$ cat src/rtl/hdlc_rx_deframer.sv
module hdlc_rx_deframer #(
  parameter int CNT_W     = 12,
  parameter int IDLE_ONES = 15
) (
  input  logic       clk,
  input  logic       rst_n,
  input  logic       bit_en,
  input  logic       bit_in,
  input  logic       fcs_wide,
  input  logic       out_ready,
  output logic [7:0] out_data,
  output logic       out_valid,
  output logic       out_sof,
  output logic       out_eof,
  output logic [4:0] out_stat,
  output logic       line_idle
);
  localparam int OW = $clog2(IDLE_ONES + 1);

  logic [OW-1:0]      ones;
  logic [5:0]         dl;
  logic [2:0]         dl_cnt;
  logic               in_frame, ovr;
  logic [6:0]         sh;
  logic [2:0]         bcnt;
  logic [CNT_W-1:0]   cnt;
  logic [15:0]        c16;
  logic [31:0]        c32;
  logic [7:0][7:0]    hist;

  wire [2:0]       fl        = fcs_wide ? 3'd4 : 3'd2;
  wire [CNT_W-1:0] min_len   = CNT_W'(fl) + CNT_W'(2);
  wire             run6      = (ones == OW'(6));
  wire             take      = bit_en && (ones < OW'(5));
  wire             flag_ev   = bit_en && !bit_in && run6;
  wire             abort_ev  = bit_en && bit_in && run6;
  wire             db        = dl[5];
  wire             dv        = take && (dl_cnt == 3'd6) && in_frame;
  wire             byte_done = dv && (bcnt == 3'd7);
  wire [7:0]       nb        = {db, sh};
  wire [CNT_W-1:0] cnt_inc   = (&cnt) ? cnt : cnt + 1'b1;
  wire             emit      = byte_done && (cnt_inc >= min_len) && !ovr;
  wire             long_enuf = (cnt >= min_len);
  wire             close_ev  = flag_ev && in_frame && long_enuf;
  wire             kill_ev   = abort_ev && in_frame && long_enuf;
  wire             aligned   = (bcnt == 3'd0);
  wire             crc_ok    = fcs_wide ? (c32 == 32'hC704DD7B) : (c16 == 16'h1D0F);
  wire [15:0]      c16_n     = {c16[14:0], 1'b0} ^ ((c16[15] ^ db) ? 16'h1021 : 16'h0000);
  wire [31:0]      c32_n     = {c32[30:0], 1'b0} ^ ((c32[31] ^ db) ? 32'h04C11DB7 : 32'h0);

  assign line_idle = (ones == OW'(IDLE_ONES));

  always_ff @(posedge clk) begin
    if (!rst_n) begin
      ones <= '0; dl <= '0; dl_cnt <= '0; in_frame <= 1'b0; ovr <= 1'b0;
      sh <= '0; bcnt <= '0; cnt <= '0; c16 <= '1; c32 <= '1; hist <= '0;
      out_data <= '0; out_valid <= 1'b0; out_sof <= 1'b0; out_eof <= 1'b0; out_stat <= '0;
    end else begin
      if (bit_en)
        ones <= !bit_in ? '0 : (line_idle ? ones : ones + 1'b1);
      if (take) begin
        dl <= {dl[4:0], bit_in};
        if (dl_cnt != 3'd6) dl_cnt <= dl_cnt + 1'b1;
      end
      if (dv) begin
        sh   <= nb[7:1];
        bcnt <= bcnt + 1'b1;
        c16  <= c16_n;
        c32  <= c32_n;
      end
      if (byte_done) begin
        cnt  <= cnt_inc;
        hist <= {hist[6:0], nb};
      end
      if (out_valid && !out_ready && !out_eof) ovr <= 1'b1;
      if (flag_ev) begin
        in_frame <= 1'b1; dl_cnt <= '0; bcnt <= '0; cnt <= '0;
        c16 <= '1; c32 <= '1; ovr <= 1'b0;
      end else if (abort_ev) begin
        in_frame <= 1'b0; dl_cnt <= '0;
      end
      out_valid <= emit || close_ev || kill_ev;
      out_sof   <= emit && (cnt_inc == min_len);
      out_eof   <= close_ev || kill_ev;
      if (emit || close_ev || kill_ev) out_data <= hist[fl];
      out_stat  <= close_ev ? {cnt[0], 1'b0, ovr, !aligned, aligned && !crc_ok} :
                   kill_ev  ? {cnt[0], 1'b1, ovr, 2'b00} : 5'b0;
    end
  end

  AST_EOF_IS_VALID:    assert property (@(posedge clk) disable iff (!rst_n) out_eof |-> out_valid);
  AST_SOF_NOT_EOF:     assert property (@(posedge clk) disable iff (!rst_n) out_valid |-> !(out_sof && out_eof));
  AST_PULSE_AFTER_BIT: assert property (@(posedge clk) disable iff (!rst_n) out_valid |-> $past(bit_en));
  AST_STAT_ONLY_LAST:  assert property (@(posedge clk) disable iff (!rst_n) (out_valid && !out_eof) |-> (out_stat == 5'b0));
  AST_OVR_SILENCES:    assert property (@(posedge clk) disable iff (!rst_n) (ovr && out_valid) |-> out_eof);
  AST_ABORT_CLEAN:     assert property (@(posedge clk) disable iff (!rst_n) (out_eof && out_stat[3]) |-> (out_stat[1:0] == 2'b00));
  AST_IDLE_QUIET:      assert property (@(posedge clk) disable iff (!rst_n) line_idle |-> !out_valid);
endmodule

$ cat config.mk
export PLATFORM = sky130hd
export DESIGN_NAME = hdlc_rx_deframer
export DESIGN_NICKNAME = d
export VERILOG_FILES = /design/src/rtl/hdlc_rx_deframer.sv
export SDC_FILE = /design/constraint.sdc
export NUM_CORES = 1
export LEC_CHECK = 0
export ABC_AREA = 0
export CORE_MARGIN = 5
export CORE_UTILIZATION = 60
export DETAILED_ROUTE_END_ITERATION = 10
export GPL_TIMING_DRIVEN = 1
export HOLD_SLACK_MARGIN = 0.12
export PLACE_DENSITY = 0.79
export SLEW_MARGIN = 15
export SYNTH_ARGS = -nofsm -noshare
export SYNTH_HDL_FRONTEND = slang
export SYNTH_SLANG_ARGS = --single-unit
$ cat constraint.sdc
create_clock -name clk -period 3.8 [get_ports clk]
set_input_delay 0.38 -clock clk [delete_from_list [all_inputs] [get_ports clk]]
set_output_delay 0.38 -clock clk [all_outputs]
set_load 0.005 [all_outputs]
### Word level (Yosys, flattened, before mapping)

Index checks and enable logic that the tools add are counted.
W data, S select, Z words.

| word-level totals | value |
|---|---|
| flip-flop bits (word level) | 165 |
| input port bits | 6 |
| output and inout port bits | 17 |
| word-level logic and storage cells | 95 |

| operators by class | value |
|---|---|
| $add $sub $neg | 5 |
| $lt $le $gt $ge | 4 |
| eq/ne operators | 9 |
| muxes and demuxes | 13 |
| bitwise operators | 5 |
| reductions and logical operators | 35 |

Operator list:

| operator | number |
|---|---|
| $eq A32 B32 Y1 const B | 1 |
| $xor A32 B27 Y32 | 1 |
| $mux W27 | 1 |
| $bmux W8 S3 | 1 |
| $ge A12 B4 Y1 | 2 |
| $logic_and A1 B1 Y1 | 18 |
| $eq A16 B13 Y1 const B | 1 |
| $xor A16 B13 Y16 | 1 |
| $mux W13 | 1 |
| $add A12 B1 Y12 const B | 1 |
| $eq A12 B4 Y1 | 1 |
| $mux W12 | 1 |
| $reduce_and A12 Y1 | 1 |
| $mux W5 | 2 |
| $mux W4 | 2 |
| $mux W8 | 1 |
| $add A3 B1 Y3 const B | 2 |
| $eq A3 B3 Y1 const B | 2 |
| $logic_not A1 Y1 | 6 |
| $add A3 B2 Y4 const B | 1 |
| $add A4 B1 Y4 const B | 1 |
| $eq A4 B3 Y1 const B | 1 |
| $eq A4 B4 Y1 const B | 1 |
| $lt A3 B4 Y1 const B | 1 |
| 13 further kinds | 20 |

### Logic depth before layout (Yosys ltp)

| depth | value |
|---|---|
| word-level depth | 9 |
| depth in mapped cells | 13 |
| depth with buffers taken out | 11 |

### Least setup slack after synthesis

No wires, ideal clock.

| timing | value |
|---|---|
| path type | reg-to-reg |
| start | register cnt[1] |
| end | register out_data[0] |
| setup time | 0.072 ns |
| data arrival time | 2.856 ns |
| data required time | 3.728 ns |
| setup slack | 0.872 ns |
| cell stages (with the launch flop) | 13 |
| buffers on the path | 2 |
| period minus slack after synthesis | 2.928 ns |
| path through | dfxtp_1 ha_1 nand3_1 or4_1 clkbuf_1 a21oi_1 ha_1 nand2_1 nand2_1 a211o_1 o32ai_2 buf_6 mux2i_1 |

| on the way | value |
|---|---|
| longest elaborated chain between the ends | 7 |
| elaborated cells on any way between the ends | 11 |
| classes of those cells | add/sub (1); order compare (2); mux (1); reduce/logical (7) |

Ends and longest elaborated chain:

| element | RTL line | RTL |
|---|---|---|
| start: declaration | 26 | `logic [CNT_W-1:0] cnt;` |
| start signal: assignment | 72 | `cnt <= cnt_inc;` |
| $add A12 B1 Y12 / $reduce_and A12 Y1 (equally long branches) | 41 | `wire [CNT_W-1:0] cnt_inc = (&cnt) ? cnt : cnt + 1'b1;` |
| $mux W12 | 41 |  |
| $ge A12 B4 Y1 | 42 | `wire emit = byte_done && (cnt_inc >= min_len) && !ovr;` |
| $logic_and A1 B1 Y1 (2 in series) | 42 |  |
| $logic_or A1 B1 Y1 | 85 | `if (emit \|\| close_ev \|\| kill_ev) out_data <= hist[fl];` |
| $logic_or A1 B1 Y1 (*) | 85 |  |
| end signal: assignment | 85 |  |
| end: declaration | 11 | `output logic [7:0] out_data,` |

Mark *: on every way between the ends. The rest lies on a longest branch, timed or not.
A chain may end at the register's enable or synchronous reset.

### Final worst setup path

| timing | value |
|---|---|
| start | register cnt[1] |
| end | register out_data[2] |

The elaborated chain is that of the path after synthesis.

==> run summary <==
=================================================================================================
Run status                                                                           finished clean
Fraction of registers with async set/reset                                                     0%
Initial DRC Count                                                                             329
Cell type contributing the most total cell area after synthesis                      sky130_fd_sc_hd__dfxtp_1
Clock network fraction of total power                                                       50.9%
Relative contribution of sequential cells to total power                                    46.8%
Clock root buffer                                                                    sky130_fd_sc_hd__clkbuf_8
Worst Path Buf+Inv                                                                              1
Classification of the worst setup path                                               register to register
Pint                                                                                      2500 uW
Number of port buffers                                                                         22
Count of instances resized after the clock tree is built                                        0
Total Wirelength                                                                         12200 um
Count of warnings emitted by yosys                                                              0
Worst-path fanout max                                                                           9
Area of the multi-input gates                                                           2800 um^2
Antenna viol nets, final                                                                        0
Max-capacitance violation count                                                                 0
Worst setup slack before clock tree synthesis                                            0.511 ns
Most common library cells after synthesis                                            sky130_fd_sc_hd__nand2_1, sky130_fd_sc_hd__dfxtp_1, sky130_fd_sc_hd__a21oi_1, sky130_fd_sc_hd__clkbuf_1, sky130_fd_sc_hd__nand3_1
Top cells by area, synth                                                             sky130_fd_sc_hd__dfxtp_1, sky130_fd_sc_hd__nand2_1, sky130_fd_sc_hd__a21oi_1
Number of fill cells in the layout                                                            747
Overflow left after global routing                                                              0
Number of enable-type register cells in the synthesized netlist                                 0
Synth-to-Final Area Change                                                                  14.5%
Max-slew violation count                                                                        0
Cts bufs inserted                                                                              17
Synthesized netlist cell count                                                                721
Worst EP required                                                                         4.25 ns
Number of cells on the critical path                                                           11
Worst hold path startpoint                                                           hist[39]$_SDFFE_PN0P_
Initial cell density of the core                                                            60.7%
Syn Nets                                                                                      738
Highest attainable clock frequency                                                        303 MHz
H-tree depth reported by CTS                                                                    4
Final hold slack                                                                         0.449 ns
# IOs                                                                                          23
Total area of sequential cells                                                          2820 um^2
Residual DRC count                                                                              0
Crit path DAT                                                                             3.74 ns
Measured slew at the worst slew-check pin                                                0.836 ns
Gp weighted congestion                                                                      0.924
Layout cells sized above 1                                                                  6.97%
Number of cell rows                                                                            36
Register area share after synthesis                                                         48.0%
Final clock period utilization by the worst path                                            86.8%
Global-route usage over all layers                                                          22.3%
Worst setup SP type                                                                      register
Number of synthesized register bits                                                           141
FF-to-FF Start                                                                       cnt[1]$_SDFFE_PP0P_
Total number of nets in the final design                                                      736
Max rail drop VDD                                                                        0.334 mV
Skew final                                                                             0.00889 ns
Die height                                                                                 109 um
Clock Sinks                                                                                   141
Netlist Area Pre-Place                                                                  5880 um^2
Period minus WS final                                                                     3.30 ns
Register-to-Register Path Depth                                                                11
Number of cells on the worst hold path                                                          2
Largest net degree at the start of global routing                                              75
WL per Instance                                                                           14.1 um
Static leakage                                                                         0.00267 uW
Final HPWL DP                                                                             7760 um
Net switching component of the power                                                       679 uW
Proportion of total power due to net switching                                              21.4%
Hold/Removal Path Class                                                              register to register
Total via count in the routed design                                                         4869
Clock transition at the registers of the reported paths                                   0.06 ns
Portion of synthesized cell area occupied by the leading cell type                          48.0%
Non-Filler Cell Area, Final                                                             6740 um^2
Number of distinct library cell variants in the gate-level netlist after synthesis             49
Unrepaired setup endpoints after global routing                                             false
Aggregate negative setup slack                                                               0 ns
Most frequent cell after synthesis                                                   sky130_fd_sc_hd__nand2_1
Hold violation count in the final report                                                        0
Number of global-route vias before repair                                                    4516
Pre-antenna DRT Iters                                                                           5
Mapped Avg Cell Area                                                                    8.16 um^2
Bufs on Longest Clock Path                                                                      2
Insertion delay to the later sink of the worst-skew pair                                  0.52 ns
Core Box Area                                                                           9680 um^2
Slowest-stage cell, CP                                                               sky130_fd_sc_hd__or4_1
Setup ws final                                                                           0.503 ns
Global-route wire length before repair                                                   21100 um
Final setup violation count                                                                     0
Power density over the cells                                                          471 nW/um^2
Critical Path Max Stage Delay                                                             0.70 ns
Area of the die                                                                        11900 um^2
Die Width                                                                                  109 um
Relative max-transition margin                                                              44.1%
Initial antenna violation count                                                                 0
Placed inst area                                                                        6150 um^2
Kind of cell with the highest combined delay on the critical path                    simple AND/OR/NAND/NOR gates
Post-CTS Setup Repair Bufs                                                                      0
Comb power frac                                                                              2.2%
Hold-fix buffer count after cts                                                                 0
Leading register cell type out of synthesis                                          sky130_fd_sc_hd__dfxtp_1
Utilization of the core after routing                                                       69.6%
Endpoint kind of the worst setup timing path                                             register
Critical-path cell list                                                              ha_1, nand3_1, or4_1, a21oi_1, ha_1, nand2_1, nand2_1, a211o_1, o32ai_2, buf_4, mux2i_1
Diodes inserted                                                                                 0
TritonCTS clock tree                                                                        built
Vias per cell                                                                                5.63
CP Launch Point                                                                      cnt[1]$_SDFFE_PP0P_
=================================================================================================
final timing paths:
kind,end,slack [ns]
hold reg to reg,hist[39]$_SDFFE_PN0P_,0.45
setup / recovery,out_data[2]$_SDFFE_PN0P_,0.50
setup reg to reg,out_data[2]$_SDFFE_PN0P_,0.50
hold / removal,hist[39]$_SDFFE_PN0P_,0.45
cell families after synthesis:
| logic type | synth area share, % |
|---|---|
| and+or+nand+nor | 26.3 |
| DFF | 48.0 |
| AOI/OAI and AO/OA | 12.6 |
| buffers and inverters | 4.47 |
| xor gates and xnor gates | 3.72 |
| muxes | 2.55 |
| adders and majority gates | 2.34 |
final cells by class:
cell class	count	share of cell area, %
sequential	141	41.9
inverter	12	0.669
timing repair buffer	34	4.61
clock inverter	12	2.01
clock buffer	20	6.76
multi-input combinational	513	41.6
tap	133	2.47
power by group through the flow:
stage	logic, uW	clock network (uW)	registers (uW)
after floorplan	48.4	0	1520
after global placement	66.7	0	1520
after detailed placement	69.4	0	1520
after CTS	70.1	1640	1490
after global routing	78.6	1720	1490
final	70.4	1620	1490
routing by layer:
layer	GRT usage (%)	wire length [um]	up-vias
li1	-	-	2434
met1	27.8	5420	2313
met2	36.4	6030	94
met3	6.10	492	28
met4	9.47	281	0
met5	0	0	-
metrics by stage:
stage	power [uW]	instances
final	3170	865
after global routing	3280	865
after CTS	3200	865
after detailed placement	1590	833
after global placement	1590	833
after floorplan	1570	721
tightest hold or removal path, delay by kind of cell, from the launching register on:
kind             cells  cell delay (ns)
AND/OR/NAND/NOR      1             0.05
AO/OA/AOI/OAI        1             0.05
flip-flops           1             0.30
cells in the final DEF, fill, tap and decap left out, types with 2 or more instances in the layout:
cell type / netlist / routed
sky130_fd_sc_hd__mux2i_1: 15 / 15
sky130_fd_sc_hd__clkbuf_8: 0 / 4
sky130_fd_sc_hd__nor4_1: 4 / 4
sky130_fd_sc_hd__buf_4: 0 / 12
sky130_fd_sc_hd__a2bb2oi_1: 2 / 2
sky130_fd_sc_hd__a31oi_1: 3 / 3
sky130_fd_sc_hd__inv_6: 0 / 2
sky130_fd_sc_hd__ha_1: 11 / 11
sky130_fd_sc_hd__nor3_1: 10 / 10
sky130_fd_sc_hd__nor4b_1: 3 / 3
sky130_fd_sc_hd__clkinvlp_4: 0 / 4
sky130_fd_sc_hd__a41oi_1: 3 / 3
sky130_fd_sc_hd__xor2_1: 18 / 18
sky130_fd_sc_hd__o21ai_0: 8 / 8
sky130_fd_sc_hd__clkinv_4: 0 / 2
sky130_fd_sc_hd__nand4b_1: 3 / 3
sky130_fd_sc_hd__clkinv_2: 0 / 2
sky130_fd_sc_hd__bufinv_16: 0 / 2
sky130_fd_sc_hd__o211ai_1: 26 / 26
sky130_fd_sc_hd__a211oi_1: 8 / 8
sky130_fd_sc_hd__nand4_1: 6 / 6
sky130_fd_sc_hd__and4b_1: 3 / 3
sky130_fd_sc_hd__clkbuf_16: 0 / 16
sky130_fd_sc_hd__inv_1: 12 / 12
sky130_fd_sc_hd__nand3_1: 43 / 43
sky130_fd_sc_hd__nand2_1: 203 / 202
sky130_fd_sc_hd__and3_1: 7 / 7
sky130_fd_sc_hd__nor2_1: 34 / 33
sky130_fd_sc_hd__dfxtp_1: 141 / 141
sky130_fd_sc_hd__a311oi_1: 3 / 3
sky130_fd_sc_hd__nand2b_1: 10 / 10
sky130_fd_sc_hd__or3_1: 2 / 2
sky130_fd_sc_hd__clkdlybuf4s50_1: 0 / 22
sky130_fd_sc_hd__xnor2_1: 7 / 7
sky130_fd_sc_hd__nor2b_1: 4 / 4
sky130_fd_sc_hd__a21oi_1: 59 / 59
flip-flops by register name (all words and copies together), names as in the netlist, 3 cells and up:
signal	flops
bcnt	3
c16	16
c32	32
cnt	12
dl	6
dl_cnt	3
hist	40
ones	4
out_data	8
out_stat	5
sh	7
Power figures use the tool's default switching activity.
